==> config.mk <==
export PLATFORM = sky130hd
export DESIGN_NAME = addr_permuter
export DESIGN_NICKNAME = d
export VERILOG_FILES = /design/src/rtl/perm_pkg.sv /design/src/rtl/swap_column.sv /design/src/rtl/benes_net.sv /design/src/rtl/cfg_holder.sv /design/src/rtl/addr_permuter.sv
export SDC_FILE = /design/constraint.sdc
export NUM_CORES = 1
export LEC_CHECK = 0
export BUFFER_PORTS_ARGS = -buffer_cell sky130_fd_sc_hd__buf_2
export CAP_MARGIN = 25
export CELL_PAD_IN_SITES_DETAIL_PLACEMENT = 0
export CELL_PAD_IN_SITES_GLOBAL_PLACEMENT = 1
export CORE_ASPECT_RATIO = 0.7
export CORE_UTILIZATION = 48
export DETAILED_ROUTE_END_ITERATION = 8
export GPL_ROUTABILITY_DRIVEN = 0
export PLACE_DENSITY_LB_ADDON = 0.1
export SLEW_MARGIN = 5
export SYNTH_ARGS = -nofsm -noshare
export SYNTH_HDL_FRONTEND = slang
export SYNTH_SLANG_ARGS = --single-unit
==> constraint.sdc <==
create_clock -name clk -period 2.9 [get_ports clk]
set_clock_uncertainty 0.2 [all_clocks]
set_input_delay 0.29 -clock clk [delete_from_list [all_inputs] [get_ports clk]]
set_output_delay 0.29 -clock clk [all_outputs]
set_load 0.01 [all_outputs]
==> src/rtl/perm_pkg.sv <==
package perm_pkg;

    typedef enum logic {
        DIR_SCRAMBLE   = 1'b0,
        DIR_DESCRAMBLE = 1'b1
    } perm_dir_e;

    // number of configuration bits for an n-wide network
    function automatic int cfg_bits(input int n);
        return (2 * $clog2(n) - 1) * (n / 2);
    endfunction

    // log2 of the pairing distance used by column col of a 2^m network
    function automatic int pair_exp(input int col, input int m);
        return (col < m - 1) ? (m - 1 - col) : (col - (m - 1));
    endfunction

    // lower lane index of switch s in a column with pairing distance 2^k
    function automatic int pair_lo(input int s, input int k);
        return ((s >> k) << (k + 1)) | (s & ((1 << k) - 1));
    endfunction

endpackage

==> src/rtl/swap_column.sv <==
module swap_column
    import perm_pkg::*;
#(
    parameter int N = 32,
    parameter int K = 0
) (
    input  logic [N/2-1:0] sel_i,
    input  logic [N-1:0]   din_i,
    output logic [N-1:0]   dout_o
);
    localparam int SW   = N / 2;
    localparam int DIST = 1 << K;

    for (genvar s = 0; s < SW; s++) begin : g_sw
        localparam int LO = pair_lo(s, K);
        localparam int HI = LO + DIST;
        assign dout_o[LO] = sel_i[s] ? din_i[HI] : din_i[LO];
        assign dout_o[HI] = sel_i[s] ? din_i[LO] : din_i[HI];
    end
endmodule

==> src/rtl/benes_net.sv <==
module benes_net
    import perm_pkg::*;
#(
    parameter int N = 32
) (
    input  logic                   descr_i,
    input  logic [cfg_bits(N)-1:0] cfg_i,
    input  logic [N-1:0]           din_i,
    output logic [N-1:0]           dout_o
);
    localparam int M    = $clog2(N);
    localparam int COLS = 2 * M - 1;
    localparam int SW   = N / 2;

    logic [N-1:0] lane [COLS+1];

    assign lane[0] = din_i;

    for (genvar t = 0; t < COLS; t++) begin : g_stage
        localparam int FWD = t;
        localparam int REV = COLS - 1 - t;
        logic [SW-1:0] sel;
        // both column orders use the same distance at stage t (symmetric layout)
        assign sel = descr_i ? cfg_i[REV*SW +: SW] : cfg_i[FWD*SW +: SW];
        swap_column #(
            .N (N),
            .K (pair_exp(t, M))
        ) u_col (
            .sel_i  (sel),
            .din_i  (lane[t]),
            .dout_o (lane[t+1])
        );
    end

    assign dout_o = lane[COLS];
endmodule

==> src/rtl/cfg_holder.sv <==
module cfg_holder #(
    parameter int W = 144
) (
    input  logic         clk,
    input  logic         rst_n,
    input  logic         load_i,
    input  logic [W-1:0] din_i,
    input  logic         commit_i,
    input  logic         busy_i,
    output logic [W-1:0] shadow_o,
    output logic [W-1:0] active_o
);
    typedef struct packed {
        logic [W-1:0] shadow;
        logic [W-1:0] active;
    } hold_t;

    hold_t st_d, st_q;

    always_comb begin
        st_d = st_q;
        if (commit_i && !busy_i) begin
            st_d.active = st_q.shadow;
        end
        if (load_i) begin
            st_d.shadow = din_i;
        end
    end

    always_ff @(posedge clk or negedge rst_n) begin
        if (!rst_n) begin
            st_q <= '0;
        end else begin
            st_q <= st_d;
        end
    end

    assign shadow_o = st_q.shadow;
    assign active_o = st_q.active;
endmodule

==> src/rtl/addr_permuter.sv <==
module addr_permuter
    import perm_pkg::*;
#(
    parameter int N = 32
) (
    input  logic                   clk,
    input  logic                   rst_n,
    input  logic [N-1:0]           addr_i,
    input  logic                   dir_i,
    input  logic [cfg_bits(N)-1:0] cfg_i,
    input  logic                   cfg_load_i,
    input  logic                   cfg_commit_i,
    input  logic                   busy_i,
    output logic [N-1:0]           addr_o
);
    localparam int CFG_W = cfg_bits(N);

    perm_dir_e        dir;
    logic [CFG_W-1:0] cfg_shadow;
    logic [CFG_W-1:0] cfg_active;

    assign dir = perm_dir_e'(dir_i);

    cfg_holder #(
        .W (CFG_W)
    ) u_hold (
        .clk      (clk),
        .rst_n    (rst_n),
        .load_i   (cfg_load_i),
        .din_i    (cfg_i),
        .commit_i (cfg_commit_i),
        .busy_i   (busy_i),
        .shadow_o (cfg_shadow),
        .active_o (cfg_active)
    );

    benes_net #(
        .N (N)
    ) u_net (
        .descr_i (dir == DIR_DESCRAMBLE),
        .cfg_i   (cfg_active),
        .din_i   (addr_i),
        .dout_o  (addr_o)
    );
endmodule

After elaboration in Yosys (flattened, before gate mapping):

Index checks and enable logic that the tools add are counted.

* output and inout port bits: 32
* input bits: 182
* word-level logic and storage cells: 300
* register bits: 288

* multiplexer cells: 296
* reductions and logical operators: 2

Operators by type and width (number)
* $mux W1: 288
* $mux W16: 8
* $logic_and A1 B1 Y1: 1
* $logic_not A1 Y1: 1

Logic depth before layout (Yosys ltp):

* word-level depth: 10
* mapped depth: 11
* gate-level depth less buffers: 10

Hierarchy:

Synthesis repeated with hierarchy kept, for this count alone.

* cells, all modules: 1039
* area, all modules: 16587.2 µm²

By module, submodules not included
* cfg_holder: times used 1, sequential area each 7206.9 µm², cells each 609, area an instance 10914.2 µm²
* swap_column: times used 9, sequential area each 0.0 µm², cells each 32, area an instance 450.4 µm²
* benes_net: times used 1, sequential area each 0.0 µm², cells each 142, area an instance 1619.1 µm²

Worst setup path after synthesis:

No wires, ideal clock.

* kind: input to output
* from: input port dir_i
* to: output port addr_o[18]
* required time: 2.410 ns
* buffers on the path: 1
* arrival: 2.190 ns
* cell stages on the path: 11
* setup slack: 0.220 ns
* cell sequence: buf_4 -> mux2i_1 -> mux2i_1 -> mux2i_1 -> mux2_2 -> mux2i_1 -> mux2i_1 -> mux2i_1 -> mux2i_1 -> mux2i_1 -> mux2i_1

* word-level cells in the longest chain between the ends: 10
* elaborated cells on any way between the ends: 167
* those cells by class: mux: 167

Ends and longest elaborated chain
* start, declared: line addr_permuter.sv:9 `input logic dir_i,`
* $mux W16: line benes_net.sv:24 `assign sel = descr_i ? cfg_i[REV*SW +: SW] : cfg_i[FWD*SW +: SW];`
* $mux W1, on equally long branches: line swap_column.sv:18, swap_column.sv:17
* $mux W1, on equally long branches (2 in a row): line swap_column.sv:17, swap_column.sv:18
* $mux W1, on equally long branches: line swap_column.sv:18, swap_column.sv:17
* $mux W1: line swap_column.sv:17 `assign dout_o[LO] = sel_i[s] ? din_i[HI] : din_i[LO];`
* $mux W1: line swap_column.sv:18 `assign dout_o[HI] = sel_i[s] ? din_i[LO] : din_i[HI];`
* $mux W1 (2 in a row): line swap_column.sv:17
* $mux W1 (*): line swap_column.sv:18
* end, declared: line addr_permuter.sv:14 `output logic [N-1:0] addr_o`

Every way passes the cells marked *; elsewhere a longest branch is shown, timed or not.

Final worst setup path:

* from: register u_hold.st_q (netlist bit u_hold.active_o[137])
* to: output port addr_o[29]

* word-level cells in the longest chain between the ends: 10
* elaborated cells on any way between the ends: 62
* those cells by class: mux: 62

Ends and longest elaborated chain
* start, declared: line cfg_holder.sv:18 `hold_t st_d, st_q;`
* start signal, assigned: line cfg_holder.sv:34 `st_q <= st_d;`
* $mux W16 (*): line benes_net.sv:24
* $mux W1, on equally long branches (3 in a row): line swap_column.sv:18, swap_column.sv:17
* $mux W1, on equally long branches: line swap_column.sv:17, swap_column.sv:18
* $mux W1: line swap_column.sv:18
* $mux W1: line swap_column.sv:17
* $mux W1 (2 in a row): line swap_column.sv:18
* $mux W1 (*): line swap_column.sv:18

Marked as above.

==> results.py <==
metrics = {
    "worst_setup_path": {
        "cp.arrival_ns": 3.47,
        "crit_family": "multiplexers",
        "crit_path_cell_trace": "mux2i_2, buf_4, mux2i_1, buf_4, mux2i_4, mux2_4, mux2i_2, mux2i_1, mux2i_1, mux2i_1, mux2i_1, buf_4, mux2i_2, buf_2",
        "cpMaxStageDelayCell": "dfrtp_1",
        "crit_type": "flop to output pin",
        "worstPathRequired_ns": 2.41,
        "worstPathMaxFanout": 2,
        "end_kind": "output pin",
        "slowest_delay_ns": 0.39,
        "path_common_cell": "mux2i_1",
        "start_kind": "flop",
        "crit_buf_inv": 4,
    },
    "final_layout": {
        "drive_above_1_share": 0.573,
        "num_antenna_cells": 0,
        "stdcell_count": 2046,
        "fin_area_sq_mm": 0.0214,
        "nNetsFinal": 1794,
        "area_growth_pct": 43.5,
    },
    "power": {
        "p_comb_frac": 0.452,
        "powerDensity_mw_per_mm2": 784,
        "p_sw_frac": 0.348,
        "internal-power_w": 0.0110,
        "p_clk_frac": 0.244,
        "vdd_ir_drop_max_v": 0.000496,
        "seq_power_share": 0.305,
        "p_leak_nw": 9.94,
        "finalPower_w": 0.0168,
        "p_sw_w": 0.00585,
    },
    "logic_synthesis": {
        "yosys_warnings": 0,
        "synth_nets": 1221,
        "syn_inst": 1039,
        "avgSynthCellArea_sq_um": 14.4,
        "syn-cell-area_sq_mm": 0.0149,
        "ys_ff_latch": 288,
        "ys_types": 11,
        "synth.yosys.seq_area_share": 0.482,
    },
    "sta": {
        "drv_slew": 0,
        "fin_crit_ns": 3.96,
        "finalSetupTns_ns": -32.03,
        "rsz0062_at_grt": "true",
        "hold_viol": 0,
        "period_share": 1.37,
        "slew-limit-headroom": 0.485,
        "setup_violations": 32,
        "clock.fmax_ghz": 0.252,
        "setup_ws_ns": -1.06,
        "tightest_slew_ns": 0.750,
    },
    "die": {
        "ioPinCount": 214,
        "dieArea_sq_mm": 0.0318,
        "die_x_um": 213,
        "start_util": 0.493,
        "rows": 53,
        "core_sq_mm": 0.0303,
        "die_h_um": 150,
    },
    "cts": {
        "cts_tree": "built",
        "cts_buffers": 29,
        "clockBufferDepth": 3,
        "cts-root-buf": "clkbuf_16",
        "cts.clk_slew.worst_paths_ns": 0.07,
        "clock_sinks": 288,
        "htree_levels": 1,
        "insertion_delay_ns": 0.57,
    },
    "drt": {
        "dr_wl_met2_um": 19600,
        "drc": 0,
        "wl_per_cell_um": 21.2,
        "dr_wl_met3_um": 2230,
        "drt-total-wl_um": 43400,
        "drt_iter0_drc": 486,
        "met1_length_um": 20800,
        "drt-pass1-iter-count": 4,
        "via_per_inst": 5.22,
        "top_layer_used": "met5",
        "ant_nets": 0,
        "vias": 10689,
    },
    "global_route": {
        "grt_use_total": 0.278,
        "grt_max_degree": 76,
        "grt_pass1_vias": 11160,
        "grt_pass1_wl_um": 65900,
        "gr-total-overflow": 0,
        "antenna_found_initial": 0,
    },
    "place": {
        "place_area_sq_mm": 0.0182,
        "io_buffers": 213,
        "place_inst": 1839,
        "dp_hpwl_um": 32100,
    },
    "run": {
        "drv_cap": 0,
    },
    "outcome": {
        "violations": "negative setup slack",
        "status": "finished, violations left",
    },
    "worst_hold_path": {
        "hold_path_class": "primary input to asynchronous set/reset pin",
    },
}
-- layout by cell type (no fill, tap or decap) --
| cell | count |
|---|---|
| mux2_2 | 301 |
| dfrtp_1 | 288 |
| mux2i_1 | 264 |
| buf_4 | 216 |
| buf_2 | 210 |
| dlygate4sd3_1 | 145 |
| mux2i_2 | 91 |
| mux2i_4 | 29 |
| clkbuf_16 | 29 |
| mux2_4 | 19 |
| buf_12 | 14 |
| clkbuf_8 | 5 |
| clkinvlp_4 | 5 |
| bufinv_16 | 5 |
| clkinv_2 | 5 |
| inv_6 | 3 |
| buf_6 | 2 |
| nor2b_4 | 1 |
| clkinv_4 | 1 |
| buf_8 | 1 |
-- logic make-up (layout without fill, tap and decap cells) --
family                 count (synthesis)  after routing  share of synthesized area
buffers and inverters                 46            641                     0.0147
multiplexers                         704            704                      0.502
flip-flops                           288            288                      0.482
AND/OR/NAND/NOR                        1              1                   0.000419
-- cells in the mapped netlist, drive strengths merged --
library cell  instances  area, sq um
buf                  13         92.6
clkbuf               33          128
dfrtp               288         7210
mux2                320         3600
mux2i               384         3900
nor2b                 1         6.26
-- timing repair --
item,CTS,global route
gates resized for setup,77,75
setup endpoints to repair,32,32
gates cloned,0,0
buffers inserted,11,5
endpoints found under the hold margin,220,0
hold buffers,145,0
-- worst reg2reg max path: cells and delay by family (launching register included) --
family	cells	cell delay, ns
multiplexers	1	0.25
buffers and inverters	2	0.25
flip-flops	1	0.39
-- path summary, 6_finish.rpt --
| kind | startpoint | to | slack [ns] | cells past startpoint |
|---|---|---|---|---|
| worst max-delay path | u_hold.active_o[137] | addr_o[29] | -1.06 | 14 |
| worst min-delay path | rst_n | u_hold.shadow_o[139] | 0.07 | 2 |
| worst max register to register | u_hold.active_o[142] | u_hold.active_o[142] | 1.69 | 3 |
| worst min register to register | u_hold.shadow_o[57] | u_hold.active_o[57] | 0.30 | 1 |
| max in group asynchronous | rst_n | u_hold.shadow_o[33] | 1.57 | 3 |
| min in group clk | cfg_load_i | u_hold.shadow_o[138] | 0.10 | 2 |
-- routing by layer --
layer	up-vias	global-route usage
met1	5413	0.414
met5	-	0.00940
met4	2	0.0500
li1	5030	-
met2	198	0.433
met3	46	0.0403
-- cell type report --
type | count | area (sq um)
Clock inverter | 19 | 248
Multi-Input combinational cell | 705 | 8240
Sequential cell | 288 | 7210
Timing Repair Buffer | 588 | 4440
Clock buffer | 34 | 795
Fill cell | 2165 | 8860
Tap cell | 412 | 515
-- flip-flops by register name, indices dropped and copies added, names as in the netlist --
name and flops:
u_hold.active_o 144, u_hold.shadow_o 144
-- power groups by stage --
stage / sequential [W] / clock [W] / combinational (W)
floorplan: 0.00499 / 0 / 0.00345
global placement: 0.00516 / 0 / 0.00626
detailed placement: 0.00518 / 0 / 0.00635
CTS: 0.00512 / 0.00416 / 0.00701
global route: 0.00520 / 0.00433 / 0.00804
finish: 0.00512 / 0.00409 / 0.00759
-- per-stage QoR --
step,setup slack [ns],util,hold slack (ns)
final,-1.06,0.708,0.0711
after global routing,-1.21,0.708,0.108
after CTS,-1.05,0.695,0.0888
after detailed placement,-1.03,0.599,0.114
after global placement,-0.975,0.599,0.104
after floorplan,0.220,-,-0.206
No activity file was read; power rests on OpenSTA's default activity.
